===== src/rtl/dvc_pkg.sv =====
package dvc_pkg;

  typedef enum logic {
    LEN_BASE = 1'b0,
    LEN_EXT  = 1'b1
  } len_sel_e;

  function automatic len_sel_e pick_len(input logic prog_bit, input logic mode_bit);
    return (prog_bit && mode_bit) ? LEN_EXT : LEN_BASE;
  endfunction

endpackage


===== src/rtl/dvc_phase.sv =====
module dvc_phase
  import dvc_pkg::*;
#(
  parameter int BASE_DIV = 2,
  parameter int CNT_W    = $clog2(BASE_DIV + 1)
) (
  input  logic             clk,
  input  logic             rst,
  input  len_sel_e         len_sel,
  output logic             wrap
);

  localparam logic [CNT_W-1:0] LAST_BASE = CNT_W'(BASE_DIV - 1);
  localparam logic [CNT_W-1:0] LAST_EXT  = CNT_W'(BASE_DIV);

  logic [CNT_W-1:0] cnt_q;
  logic [CNT_W-1:0] last_c;

  always_comb begin
    last_c = (len_sel == LEN_EXT) ? LAST_EXT : LAST_BASE;
    wrap   = (cnt_q == last_c);
  end

  always_ff @(posedge clk) begin
    if (rst) begin
      cnt_q <= '0;
    end else if (wrap) begin
      cnt_q <= '0;
    end else begin
      cnt_q <= cnt_q + 1'b1;
    end
  end

  // the count never runs past the extended cycle end
  p_cnt_bound_r5: assert property (@(posedge clk) disable iff (rst)
    cnt_q <= LAST_EXT);

endmodule


===== src/rtl/dvc_decide.sv =====
module dvc_decide
  import dvc_pkg::*;
(
  input  logic     clk,
  input  logic     rst,
  input  logic     wrap,
  input  logic     prog,
  input  logic     mod_in,
  output len_sel_e len_sel
);

  always_ff @(posedge clk) begin
    if (rst) begin
      len_sel <= LEN_BASE;
    end else if (wrap) begin
      len_sel <= pick_len(prog, mod_in);
    end
  end

  // between boundaries the chosen length holds
  p_len_hold_r7: assert property (@(posedge clk) disable iff (rst)
    !wrap |=> $stable(len_sel));

endmodule


===== src/rtl/dvc_outreg.sv =====
module dvc_outreg (
  input  logic clk,
  input  logic rst,
  input  logic wrap,
  input  logic mod_in,
  output logic div_out,
  output logic mod_out
);

  always_ff @(posedge clk) begin
    if (rst) begin
      div_out <= 1'b0;
      mod_out <= 1'b0;
    end else begin
      div_out <= wrap;
      mod_out <= wrap & mod_in;
    end
  end

endmodule


===== src/rtl/divmod23_cell.sv =====
module divmod23_cell
  import dvc_pkg::*;
#(
  parameter int BASE_DIV = 2
) (
  input  logic clk,
  input  logic rst,
  input  logic prog,
  input  logic mod_in,
  output logic div_out,
  output logic mod_out
);

  localparam int CNT_W = $clog2(BASE_DIV + 1);

  len_sel_e len_sel;
  logic     wrap;

  dvc_phase #(.BASE_DIV(BASE_DIV), .CNT_W(CNT_W)) u_phase (
    .clk     (clk),
    .rst     (rst),
    .len_sel (len_sel),
    .wrap    (wrap)
  );

  dvc_decide u_decide (
    .clk     (clk),
    .rst     (rst),
    .wrap    (wrap),
    .prog    (prog),
    .mod_in  (mod_in),
    .len_sel (len_sel)
  );

  dvc_outreg u_outreg (
    .clk     (clk),
    .rst     (rst),
    .wrap    (wrap),
    .mod_in  (mod_in),
    .div_out (div_out),
    .mod_out (mod_out)
  );

  p_rst_clear_r1: assert property (@(posedge clk)
    rst |=> (!div_out && !mod_out));

  p_one_high_r6: assert property (@(posedge clk) disable iff (rst)
    div_out |=> !div_out);

  p_mod_inside_r8: assert property (@(posedge clk) disable iff (rst)
    mod_out |-> div_out);

  p_mod_copy_r8: assert property (@(posedge clk) disable iff (rst)
    $rose(div_out) |-> (mod_out == $past(mod_in)));

  // a short cycle when either input was low at the boundary
  p_short_r4: assert property (@(posedge clk) disable iff (rst)
    ($rose(div_out) && !($past(prog) && $past(mod_in))) |=> !div_out ##1 div_out);

  p_long_r5: assert property (@(posedge clk) disable iff (rst)
    ($rose(div_out) && $past(prog) && $past(mod_in)) |=> !div_out ##1 !div_out ##1 div_out);

endmodule


===== config.mk =====
export PLATFORM = sky130hd
export DESIGN_NAME = divmod23_cell
export DESIGN_NICKNAME = d
export VERILOG_FILES = /design/src/rtl/dvc_pkg.sv /design/src/rtl/dvc_phase.sv /design/src/rtl/dvc_decide.sv /design/src/rtl/dvc_outreg.sv /design/src/rtl/divmod23_cell.sv
export SDC_FILE = /design/constraint.sdc
export NUM_CORES = 1
export LEC_CHECK = 0
export ABC_AREA = 1
export CORE_AREA = 4 4 41 43
export CTS_BUF_LIST = sky130_fd_sc_hd__clkbuf_8
export CTS_CLUSTER_DIAMETER = 100
export CTS_CLUSTER_SIZE = 28
export DETAILED_ROUTE_END_ITERATION = 7
export DIE_AREA = 0 0 45 47
export RECOVER_POWER = 50
export SLEW_MARGIN = 20
export SYNTH_ARGS = -nofsm -noshare
export SYNTH_HDL_FRONTEND = slang
export SYNTH_SLANG_ARGS = --single-unit

===== constraint.sdc =====
create_clock -name clk -period 1 [get_ports clk]
set_clock_uncertainty 0.1 [all_clocks]
set_input_delay 0.2 -clock clk [delete_from_list [all_inputs] [get_ports clk]]
set_output_delay 0.2 -clock clk [all_outputs]
set_load 0.005 [all_outputs]

Word-level counts from Yosys, hierarchy flattened

Cells that the tools add are included.
W data, S select, Z words.

Reduce and logical (&&, ||, !) cells: 2
Equal/unequal tests: 1
Bitwise gates (word level): 1
Multiplexer cells: 2
$add $sub $neg: 1

Operators by type and width:

| operator              | count |
|---|---|
| $add A2 B1 Y2 const B | 1 |
| $eq A2 B2 Y1          | 1 |
| $mux W2               | 1 |
| $reduce_or A2 Y1      | 1 |
| $and A1 B1 Y1         | 1 |
| $logic_and A1 B1 Y1   | 1 |
| $mux W1               | 1 |

Bits of input ports: 4
Register bits: 5

Longest topological paths before layout

Depth after elaboration: 3
Mapped depth: 6

Cells and area by module

Synthesis repeated with hierarchy kept, for this count alone.

Cells, all modules: 24
Area total of the unflattened synthesis: 187.7 um^2

Modules (own cells, without submodules):

| module     | cells each | area an instance (um^2) | times used |
|---|---|---|---|
| dvc_phase  | 13         | 90.1                    | 1 |
| dvc_outreg | 6          | 57.6                    | 1 |
| dvc_decide | 5          | 40.0                    | 1 |

Least setup slack after synthesis

No wires, ideal clock.

Path kind: flip-flop to flip-flop
Start point: reg u_phase.cnt_q[0]
End point: reg u_phase.cnt_q[0]
Buffers on the path: 0
Arrival time: 624 ps
Slack: 163 ps
Cell stages (with the launch flop): 6
Period minus slack after synthesis: 837 ps
Required time: 787 ps
Cell sequence: dfxtp_1 > nand2_1 > nand2_1 > nand2_2 > nand2_2 > nor2_1

Longest elaborated chain between the ends: 2

Ends and longest elaborated chain:

| element                           | line            | RTL |
|---|---|---|
| start: declaration                | dvc_phase.sv:16 | `logic [CNT_W-1:0] cnt_q;` |
| start signal: assignment          | dvc_phase.sv:30 | `cnt_q <= cnt_q + 1'b1;` |
| $eq A2 B2 Y1                      | dvc_phase.sv:21 | `wrap = (cnt_q == last_c);` |
| $reduce_or A2 Y1 (no source line) | --              |  |

Several ways; a longest one is shown, not always the timed one.
A chain may end at the register's enable or synchronous reset.

Worst setup path after layout

Start point: reg u_outreg.div_out
End point: out div_out

RTL lines:

| element                  | line                | RTL |
|---|---|---|
| start: declaration       | dvc_outreg.sv:6     | `output logic div_out,` |
| start signal: assignment | dvc_outreg.sv:15    | `div_out <= wrap;` |
| end: declaration         | divmod23_cell.sv:10 | `output logic div_out,` |

No word-level cell between the ends.

==> reports/qor.csv <==
metric,value,unit
status,"finished, final reports clean",
drv_cap,0,
rows,13,
fill_cells,149,
core,1301,µm²
clock_latency,0.22,ns
hp-class,reg -> reg,
placed_cell_area,260.3,µm²
grt_pass1_wl,607,µm
area_growth,63.95,%
tightest_slew,0.1013,ns
fp.dieH,47,µm
slew_violations,0,
initial_utilization,14.13,%
io_buffers,5,
grt_pass1_vias,162,
cts_buffers,3,
cp_num_buf_inv,1,
ir_worst_vdd,722.4,µV
grt_overflow,0,
numPlacedInstances,45,
first_pass_iters,3,
cts_num_sinks,5,
routabilityCongestion,0.5889,
die_w,45,µm
clock.fmax,1068,MHz
antenna_found_initial,0,
hold_viol_final,0,
dp_hpwl,269.4,µm
ys_seq_area_share,54.42,%
yosys.area.top_type,dfxtp_1,
finalSetupViolCount,0,
fin_cells,49,
root_buffer,clkbuf_8,
final_area,301.5,µm²
cts_setup_buffers,0,
required,0.70,ns
grt_use_total,4.506,%
seqCellArea,102.6,µm²
syn_avg_cell_area,7.664,µm²
yosysUniqueCellTypes,8,
drt_iter0_markers,1,
io_pins,6,
grt_max_degree,4,
period_share,93.67,%
cp_top_family,flip-flops,
cp-start-kind,flop,
drt-vias-per-instance,3.449,
hold_ws,0.3398,ns
dr_total_vias,169,
critPathArrivalTime,0.64,ns
ant_nets,0,
powerDensity,2324,nW/µm²
syn_area,183.9,µm²
routed_wl,369,µm
clk_pin_slew,0.04,ns
syn_inst,24,
cellLeakagePower,0.1332,nW
cpPeakStageDelay,0.30,ns
wl_per_cell,7.531,µm
nets,39,
synth_warnings,0,
cts_tree,yes,
h-tree-depth,1,
drc,0,
synth-seq-cells,5,
drive_gt1_share,35.29,%
cts_max_path_buffers,2,
rsz0062_at_grt,false,
synth_top_area_share,54.42,%
min_period,0.9367,ns
die_area,2115,µm²
slew_headroom,93.24,%
power,0.7009,mW
ff2ff_setup_slack,0.11,ns
multi_input_area,73.82,µm²
antenna_cells,0,
finish.utilization,23.17,%
criticalPathCategory,reg -> out,
syn-num-nets,28,
crit_path_cell_trace,buf_2,
ctsHoldBuffers,0,
end_kind,output pin,
slowest_stage,dfxtp_2,
synth.area.top_cells,"dfxtp_1 (54%), nand2_1 (10%), nand2_2 (10%), inv_1 (8.2%), nor2_1 (8.2%)",
path_max_fanout,1,
## worst paths after layout
kind | startpoint | to | cells past startpoint
worst max-delay path | u_outreg.div_out | div_out | 1
worst min-delay path | u_phase.cnt_q[0] | u_phase.cnt_q[0] | 1
worst max register to register | u_phase.cnt_q[0] | u_phase.cnt_q[0] | 5
worst min register to register | u_phase.cnt_q[0] | u_phase.cnt_q[0] | 1
## timing repair
action | CTS | global route
hold endpoints to repair | 0 | 0
gates resized for setup | 9 | 3
endpoints found under the setup margin | 2 | 1
## where the power goes
group	total, mW	switching [mW]	internal (mW)
registers	0.238	0.0118	0.226
logic	0.0954	0.0496	0.0458
clock network	0.368	0.104	0.264
## per-stage QoR
stage | TNS [ns] | setup slack (ns)
CTS | 0 | 0.05074
finish | 0 | 0.06330
global route | 0 | 0.01735
floorplan | 0 | 0.1628
global placement | -0.3447 | -0.07439
detailed placement | -0.3995 | -0.09977
## placed cells by master, fill, tap and decap left out
master / synthesis / final
buf_2: 0 / 1
nand3_1: 1 / 1
clkbuf_8: 0 / 3
dfxtp_1: 5 / 3
buf_4: 0 / 1
nand2_2: 3 / 5
nor2_1: 4 / 4
clkbuf_1: 0 / 1
and2_1: 1 / 1
nand2_1: 5 / 3
a21oi_1: 1 / 1
inv_1: 4 / 5
clkdlybuf4s50_1: 0 / 3
dfxtp_2: 0 / 2
## cell type report
class                           instances  area share, %
Multi-Input combinational cell         15          24.48
Timing Repair Buffer                    6          15.35
Clock inverter                          1          1.245
Sequential cell                         5          34.02
Clock buffer                            3          13.69
Inverter                                4          4.979
Tap cell                               15          6.224
## state kept, by name, indices dropped and copies added (netlist names)
name / cells
u_phase.cnt_q: 2
u_decide.len_sel: 1
u_outreg.div_out: 1
u_outreg.mod_out: 1
## metal layers
layer	part of all wire (%)	global-route usage (%)	up-vias	wire, µm
li1	-	-	91	-
met1	39	3.872	70	145
met2	50	7.062	6	185
met3	6.2	2.299	2	23
met4	3.8	5.263	0	14
met5	0	0	-	0
## Yosys cell counts (all sizes together)
cell type / number
nor2: 4
dfxtp: 5
and2: 1
inv: 4
nand2: 8
a21oi: 1
nand3: 1
## kinds of logic after synthesis
kind of cell | count (synthesis) | synth area share [%]
flops | 5 | 54.42
simple gates | 14 | 34.69
buf+inv | 4 | 8.161
compound gates | 1 | 2.718
No activity file was read; power rests on OpenSTA's default activity.
